`src/rtl/gci_pkg.sv`:
```
package gci_pkg;

  // Bit-clock periods per serial data bit.
  localparam int unsigned CLKS_PER_BIT = 2;

  typedef struct packed {
    logic start;  // frame boundary taken this edge
    logic slip;   // boundary arrived away from the expected position
  } frame_evt_t;

  function automatic int unsigned slot_first(input int unsigned ch, input int unsigned bits);
    return ch * bits * CLKS_PER_BIT;
  endfunction

  function automatic logic pos_in_slot(input int unsigned pos, input int unsigned ch,
                                       input int unsigned bits);
    return (pos >= slot_first(ch, bits)) &&
           (pos < slot_first(ch, bits) + bits * CLKS_PER_BIT);
  endfunction

  function automatic int unsigned slot_bit(input int unsigned pos, input int unsigned ch,
                                           input int unsigned bits);
    return (pos - slot_first(ch, bits)) / CLKS_PER_BIT;
  endfunction

  // True in the last bit-clock period of a data bit (second falling edge).
  function automatic logic late_phase(input int unsigned pos, input int unsigned ch,
                                      input int unsigned bits);
    return ((pos - slot_first(ch, bits)) % CLKS_PER_BIT) == CLKS_PER_BIT - 1;
  endfunction

endpackage

```
`src/rtl/gci_frame_timer.sv`:
```
module gci_frame_timer #(
  parameter int unsigned FRAME_CLKS = 512
) (
  input  logic                          clk,
  input  logic                          rst_n,
  input  logic                          fs_in,
  output logic [$clog2(FRAME_CLKS)-1:0] pos,
  output logic [$clog2(FRAME_CLKS)-1:0] pos_nxt,
  output gci_pkg::frame_evt_t           evt
);
  localparam int unsigned PW = $clog2(FRAME_CLKS);

  logic fs_q;
  logic at_end;

  assign at_end = (pos == PW'(FRAME_CLKS - 1));

  always_comb begin
    evt.start = fs_in & ~fs_q;
    evt.slip  = evt.start & ~at_end;
    if (evt.start || at_end) pos_nxt = '0;
    else                     pos_nxt = pos + 1'b1;
  end

  always_ff @(posedge clk or negedge rst_n) begin
    if (!rst_n) begin
      fs_q <= 1'b0;
      pos  <= PW'(FRAME_CLKS - 1);
    end else begin
      fs_q <= fs_in;
      pos  <= pos_nxt;
    end
  end
endmodule

```
`src/rtl/gci_tx_path.sv`:
```
module gci_tx_path #(
  parameter int unsigned FRAME_CLKS = 512,
  parameter int unsigned SLOT_BITS  = 32,
  parameter int unsigned CH_BITS    = 3
) (
  input  logic                          clk,
  input  logic                          rst_n,
  input  logic [$clog2(FRAME_CLKS)-1:0] pos_nxt,
  input  logic                          start,
  input  logic [CH_BITS-1:0]            ch_sel,
  input  logic                          ch_en,
  input  logic [SLOT_BITS-1:0]          tx_data,
  input  logic                          tx_valid,
  output logic                          tx_ready,
  output logic                          out_en,
  output logic                          out_pull_lo,
  output logic [SLOT_BITS-1:0]          cur_word
);
  localparam int unsigned IW = $clog2(SLOT_BITS);

  logic [SLOT_BITS-1:0] hold;
  logic [SLOT_BITS-1:0] word_nxt;
  logic                 hold_full;
  logic                 accept;
  logic                 hit;
  logic                 bit_nxt;
  int unsigned          idx;
  logic [IW-1:0]        ofs;

  assign tx_ready = ~hold_full;
  assign accept   = tx_valid & tx_ready;

  always_comb begin
    word_nxt = (start && hold_full) ? hold : cur_word;
    hit      = gci_pkg::pos_in_slot(32'(pos_nxt), 32'(ch_sel), SLOT_BITS);
    idx      = gci_pkg::slot_bit(32'(pos_nxt), 32'(ch_sel), SLOT_BITS);
    ofs      = IW'(SLOT_BITS - 1 - idx);
    bit_nxt  = 1'b1;
    if (hit) bit_nxt = word_nxt[ofs];
  end

  always_ff @(posedge clk or negedge rst_n) begin
    if (!rst_n) begin
      hold        <= '0;
      hold_full   <= 1'b0;
      cur_word    <= '1;
      out_en      <= 1'b0;
      out_pull_lo <= 1'b0;
    end else begin
      cur_word <= word_nxt;
      if (accept) begin
        hold      <= tx_data;
        hold_full <= 1'b1;
      end else if (start) begin
        hold_full <= 1'b0;
      end
      out_en      <= hit & ch_en;
      out_pull_lo <= hit & ch_en & ~bit_nxt;
    end
  end
endmodule

```
`src/rtl/gci_rx_path.sv`:
```
module gci_rx_path #(
  parameter int unsigned FRAME_CLKS = 512,
  parameter int unsigned SLOT_BITS  = 32,
  parameter int unsigned CH_BITS    = 3
) (
  input  logic                          clk,
  input  logic                          rst_n,
  input  logic [$clog2(FRAME_CLKS)-1:0] pos,
  input  logic [CH_BITS-1:0]            ch_sel,
  input  logic                          ser_in,
  output logic [SLOT_BITS-1:0]          rx_data,
  output logic                          rx_valid,
  output logic                          smp_last
);
  logic [SLOT_BITS-1:0] shreg;
  logic                 smp_now;
  logic                 is_last;

  always_comb begin
    smp_now = gci_pkg::pos_in_slot(32'(pos), 32'(ch_sel), SLOT_BITS) &&
              gci_pkg::late_phase(32'(pos), 32'(ch_sel), SLOT_BITS);
    is_last = smp_now &&
              (gci_pkg::slot_bit(32'(pos), 32'(ch_sel), SLOT_BITS) == SLOT_BITS - 1);
  end

  // Capture on the falling edge that closes each data bit.
  always_ff @(negedge clk or negedge rst_n) begin
    if (!rst_n) begin
      shreg    <= '0;
      smp_last <= 1'b0;
    end else begin
      if (smp_now) shreg <= {shreg[SLOT_BITS-2:0], ser_in};
      smp_last <= is_last;
    end
  end

  // Hand the completed word over on the next rising edge.
  always_ff @(posedge clk or negedge rst_n) begin
    if (!rst_n) begin
      rx_data  <= '0;
      rx_valid <= 1'b0;
    end else begin
      rx_valid <= smp_last;
      if (smp_last) rx_data <= shreg;
    end
  end
endmodule

```
`src/rtl/gci_slot_xcvr.sv`:
```
module gci_slot_xcvr #(
  parameter int unsigned FRAME_CLKS = 512,
  parameter int unsigned SLOT_BITS  = 32,
  parameter int unsigned CH_BITS    = 3
) (
  input  logic                 bclk,
  input  logic                 rst_n,
  input  logic                 fs_in,
  input  logic [CH_BITS-1:0]   ch_sel,
  input  logic                 ch_en,
  input  logic [SLOT_BITS-1:0] tx_data,
  input  logic                 tx_valid,
  output logic                 tx_ready,
  input  logic                 ser_in,
  output logic                 out_en,
  output logic                 out_pull_lo,
  output logic [SLOT_BITS-1:0] rx_data,
  output logic                 rx_valid
);
  localparam int unsigned PW = $clog2(FRAME_CLKS);

  logic [PW-1:0]        pos;
  logic [PW-1:0]        pos_nxt;
  gci_pkg::frame_evt_t  evt;
  logic                 frame_start;
  logic                 frame_slip;
  logic                 smp_last;
  logic [SLOT_BITS-1:0] cur_word;

  assign frame_start = evt.start;
  assign frame_slip  = evt.slip;

  gci_frame_timer #(.FRAME_CLKS(FRAME_CLKS)) timer_i (
    .clk     (bclk),
    .rst_n   (rst_n),
    .fs_in   (fs_in),
    .pos     (pos),
    .pos_nxt (pos_nxt),
    .evt     (evt)
  );

  gci_tx_path #(.FRAME_CLKS(FRAME_CLKS), .SLOT_BITS(SLOT_BITS), .CH_BITS(CH_BITS)) tx_i (
    .clk         (bclk),
    .rst_n       (rst_n),
    .pos_nxt     (pos_nxt),
    .start       (frame_start),
    .ch_sel      (ch_sel),
    .ch_en       (ch_en),
    .tx_data     (tx_data),
    .tx_valid    (tx_valid),
    .tx_ready    (tx_ready),
    .out_en      (out_en),
    .out_pull_lo (out_pull_lo),
    .cur_word    (cur_word)
  );

  gci_rx_path #(.FRAME_CLKS(FRAME_CLKS), .SLOT_BITS(SLOT_BITS), .CH_BITS(CH_BITS)) rx_i (
    .clk      (bclk),
    .rst_n    (rst_n),
    .pos      (pos),
    .ch_sel   (ch_sel),
    .ser_in   (ser_in),
    .rx_data  (rx_data),
    .rx_valid (rx_valid),
    .smp_last (smp_last)
  );
endmodule

```
`config.mk`:
```
export PLATFORM = sky130hd
export DESIGN_NAME = gci_slot_xcvr
export DESIGN_NICKNAME = d
export VERILOG_FILES = /design/src/rtl/gci_pkg.sv /design/src/rtl/gci_frame_timer.sv /design/src/rtl/gci_tx_path.sv /design/src/rtl/gci_rx_path.sv /design/src/rtl/gci_slot_xcvr.sv
export SDC_FILE = /design/constraint.sdc
export NUM_CORES = 1
export LEC_CHECK = 0
export ABC_AREA = 1
export BUFFER_PORTS_ARGS = -buffer_cell sky130_fd_sc_hd__buf_2
export CORE_MARGIN = 1.5
export CORE_UTILIZATION = 50
export CTS_CLUSTER_DIAMETER = 40
export DETAILED_ROUTE_END_ITERATION = 16
export PLACE_DENSITY = 0.7
export SYNTH_ARGS = -nofsm -noshare
export SYNTH_HDL_FRONTEND = slang
export SYNTH_HIERARCHICAL = 1
export SYNTH_SLANG_ARGS = --single-unit
```
`constraint.sdc`:
```
create_clock -name bclk -period 5 [get_ports bclk]
set_clock_uncertainty 0.1 [all_clocks]
set_input_delay 0.25 -clock bclk [delete_from_list [all_inputs] [get_ports bclk]]
set_output_delay 0.25 -clock bclk [all_outputs]
set_load 0.05 [all_outputs]
```
After elaboration in Yosys (flattened, before gate mapping)
Index checks and enable logic that the tools add are counted.
{"block": "totals", "in_bits": 41, "mem_bits_rw": 0, "reg_bits": 143, "elab_cells": 44, "romBits": 0, "latchBits": 0, "n_memories": 0, "out_inout_bits": 36}
{"block": "op_classes", "n_mul": 0, "n_lt_le_gt_ge": 5, "shifts": 0, "div_mod_pow": 0, "mux": 7, "reduce_logical": 7, "addsub": 5, "bitwise_logic": 7, "n_eq_ne": 2}
{"op": "9-bit by 32-bit < comparator with 1-bit output", "count": 1}
{"op": "32-bit two-way mux", "count": 1}
{"op": "31-bit by 5-bit == test with 1-bit output, second input constant", "count": 1}
{"op": "9-bit >= comparator", "count": 2}
{"op": "9-bit by 7-bit adder with 10-bit output, second input constant", "count": 1}
{"op": "9-bit by 10-bit < comparator with 1-bit output", "count": 1}
{"op": "9-bit by 9-bit subtractor with 10-bit output", "count": 1}
{"op": "9-bit by 1-bit adder with 9-bit output, second input constant", "count": 1}
{"op": "9-bit == test, second input constant", "count": 1}
{"op": "9-bit two-way mux", "count": 1}
{"op": "5-bit by 6-bit < comparator with 1-bit output, second input constant", "count": 1}
{"op": "6-bit by 1-bit subtractor with 6-bit output, second input constant", "count": 1}
{"op": "1-bit binary-select mux with 5-bit select", "count": 1}
{"op": "1-bit logical AND", "count": 5}
{"op": "5-bit subtractor, first input constant", "count": 1}
{"op": "1-bit AND", "count": 4}
{"op": "1-bit two-way mux", "count": 4}
{"op": "1-bit NOT", "count": 3}
{"op": "2-bit nonzero test", "count": 1}
{"op": "1-bit logical OR", "count": 1}

Logic depth before layout (Yosys ltp)
{"block": "depth", "depth_word": 11, "depth_mapped": 21, "ltp_nobuf": 20}

Cells and area by module
The synthesis kept the hierarchy.
{"module": "gci_tx_path", "area_per_inst_um2": 3216.8, "n_inst": 1, "cells_each": 368, "seq_area_each_um2": 1716.6}
{"module": "gci_rx_path", "area_per_inst_um2": 2783.9, "n_inst": 1, "cells_each": 246, "seq_area_each_um2": 1651.6}
{"module": "gci_frame_timer", "area_per_inst_um2": 500.5, "n_inst": 1, "cells_each": 56, "seq_area_each_um2": 261.5}

==> out/metrics.cfg <==
[pwr]
internal_power_uw = 2494
leakage_uw = 0.004185
p_sw_uw = 1106
pwr-share-comb_pct = 21.8
swShare_pct = 30.72
power_density_nw_per_um2 = 452.0
clock_power_share_pct = 33.9
seqPwrFrac_pct = 44.3
p_total_uw = 3599
irDropWorstVdd_mv = 0.3343

[worst_setup_path]
critical_path_class = flop to flop
crit_chain = inv_1 > ha_1 > inv_1 > fa_1 > fa_1 > nand2_1 > inv_1 > buf_4 > nand4_1 > nand2_1
arrival_ps = 2360
crit_fanout = 32
rr_worst_depth = 10
max_stage_delay_ps = 380
startpoint_type = flop
crit_cells = 10
crit_top_cell = inv_1
critical_path_buf_inv_count = 4
crit_required_ps = 2650
cp_top_family = adder cells
slowest_stage = fa_1
end_kind = flop

[cts]
insertion_delay_ps = 420
cts_max_level = 4
clk_pin_slew_ps = 60
numCtsBuffers = 17
cts_buffer_depth = 2
cts_num_sinks = 143
cts_tree = done
cts_root_buffer = clkbuf_16

[layout]
final_core_util_pct = 62.84
layout.cells.non_filler = 963
finalNetCount = 837
synthToLayoutAreaGrowth_pct = 22.57
fillers = 1045
antenna-diode-count = 0
drive_gt1_share_pct = 28.07

[grt]
grt_pass1_vias = 5030
grt_pass1_wl_um = 22760
grt_max_degree = 95
grt_overflow = 0
grt_use_total_pct = 21.67
grt_antenna_before_repair = 0

[sta]
worstMarginPinSlew_ps = 827.2
hold_viol_final = 0
rsz0062_at_grt = no
timing.slew.headroom_pct = 44.85
slew_viol_final = 0
tns_ps = 0
setup_viol = 0

[yosys]
yosys_warnings = 6
netlist_area_um2 = 6496
synth_cells = 669
syn_nets = 728
avgSynthCellArea_um2 = 9.710

[die]
rows = 41
start_util_pct = 51.27
num_io_pins = 77
dieHeight_um = 117.0
die_area_um2 = 13690
core_area_um2 = 12670
fp.dieW_um = 117.0

[route]
wl_met2_um = 6976
via_per_inst = 5.147
via_count = 4957
dr.first_iter.drc_count = 227
wl_met1_um = 5906
routedWlPerCell_um = 14.26
wl_met3_um = 565
top_layer = met4
antenna_left = 0
remaining_drc_errors = 0
routed_wl_um = 13730
first_pass_iters = 5

[place]
place_congestion = 0.8655
dp.cells = 897
dpl.hpwl_um = 8961
portBuffers = 76

[worst_hold_path]
min_path_cells = 3
hold_class = input pin to flop

[flow_run]
drv_cap = 0

[run_status]
status = completed

==> worst reg2reg max path, delay by kind of cell (launching register included) <==
family,cells,cell delay [ps]
flip-flops,1,370
adder cells (fa/ha/maj),3,870
buffers and inverters,4,420
AND/OR/NAND/NOR,3,280
==> registers in the layout, indices dropped and copies added (netlist names) <==
| name | count |
|---|---|
| rx_i/rx_data | 32 |
| rx_i/rx_valid | 1 |
| rx_i/shreg | 32 |
| rx_i/smp_last | 1 |
| timer_i/fs_q | 1 |
| timer_i/pos | 9 |
| tx_i/cur_word | 32 |
| tx_i/hold | 32 |
| tx_i/hold_full | 1 |
| tx_i/out_en | 1 |
| tx_i/out_pull_lo | 1 |
==> power by group through the flow <==
stage	sequential (uW)	clock [uW]	combinational (uW)
finish	1590	1220	783
floorplan	1580	0	569
global route	1620	1300	888
detailed placement	1610	0	750
CTS	1600	1240	778
global placement	1600	0	720
==> final timing paths <==
kind / startpoint / end / slack, ps
hold / removal: ch_en / tx_i/out_en$_DFF_PN0_ / 30
max in group asynchronous: rst_n / rx_i/shreg[6]$_DFFE_NN0P_ / 1440
setup reg to reg: timer_i/pos[6]$_DFF_PN1_ / rx_i/shreg[1]$_DFFE_NN0P_ / 290
setup / recovery: timer_i/pos[6]$_DFF_PN1_ / rx_i/shreg[1]$_DFFE_NN0P_ / 290
hold reg to reg: rx_i/shreg[31]$_DFFE_NN0P_ / rx_i/shreg[31]$_DFFE_NN0P_ / 330
min in group asynchronous: rst_n / tx_i/hold[30]$_DFFE_PN0P_ / 390
==> cell type report <==
class | instances | area [um2] | share of cell area, %
repair buffers | 120 | 827.0 | 10.39
well taps | 172 | 215.2 | 2.703
multi-input cells | 428 | 2462 | 30.92
clock buffers | 17 | 425.4 | 5.343
inverters | 68 | 255.2 | 3.206
flip-flops and latches | 143 | 3630 | 45.58
clock inverters | 15 | 147.6 | 1.854
==> cell usage in the layout, fill, tap and decap left out, types with 4 or more instances in the layout <==
| cell type | instances |
|---|---|
| nand3_1 | 65 |
| dfrtn_1 | 33 |
| inv_2 | 4 |
| ha_1 | 16 |
| inv_1 | 64 |
| nand4_1 | 33 |
| clkbuf_16 | 17 |
| dfstp_2 | 41 |
| buf_2 | 75 |
| and2_1 | 8 |
| dlygate4sd3_1 | 34 |
| nand2_1 | 163 |
| nor2_1 | 46 |
| o21ai_0 | 6 |
| dfrtp_1 | 69 |
| buf_4 | 8 |
| a21oi_1 | 19 |
| inv_6 | 7 |
| mux2_2 | 50 |
| o21ai_1 | 4 |
==> metrics by stage <==
step                      cell area [um2]  hold slack [ps]  setup WS [ps]
after floorplan                      6496           -145.6          445.3
after global placement               7049            283.4          354.3
after detailed placement             7049            284.6          288.6
after CTS                            7963            8.625          290.2
after global routing                 7963            21.81          186.2
final                                7963            26.70          290.8
==> timing repair <==
item                                    CTS  global route
hold buffers                             34             0
resized for setup                         0             0
endpoints found under the setup margin    0             0
hold endpoints to repair                 81             0
setup buffers                             0             0
==> per-layer routing <==
| layer | global-route usage, % | vias to the layer above |
|---|---|---|
| met4 | 9.478 | 0 |
| li1 | - | 2400 |
| met3 | 5.664 | 29 |
| met5 | 0 | - |
| met2 | 37.58 | 130 |
| met1 | 25.52 | 2398 |
No activity file was read; power rests on OpenSTA's default activity.
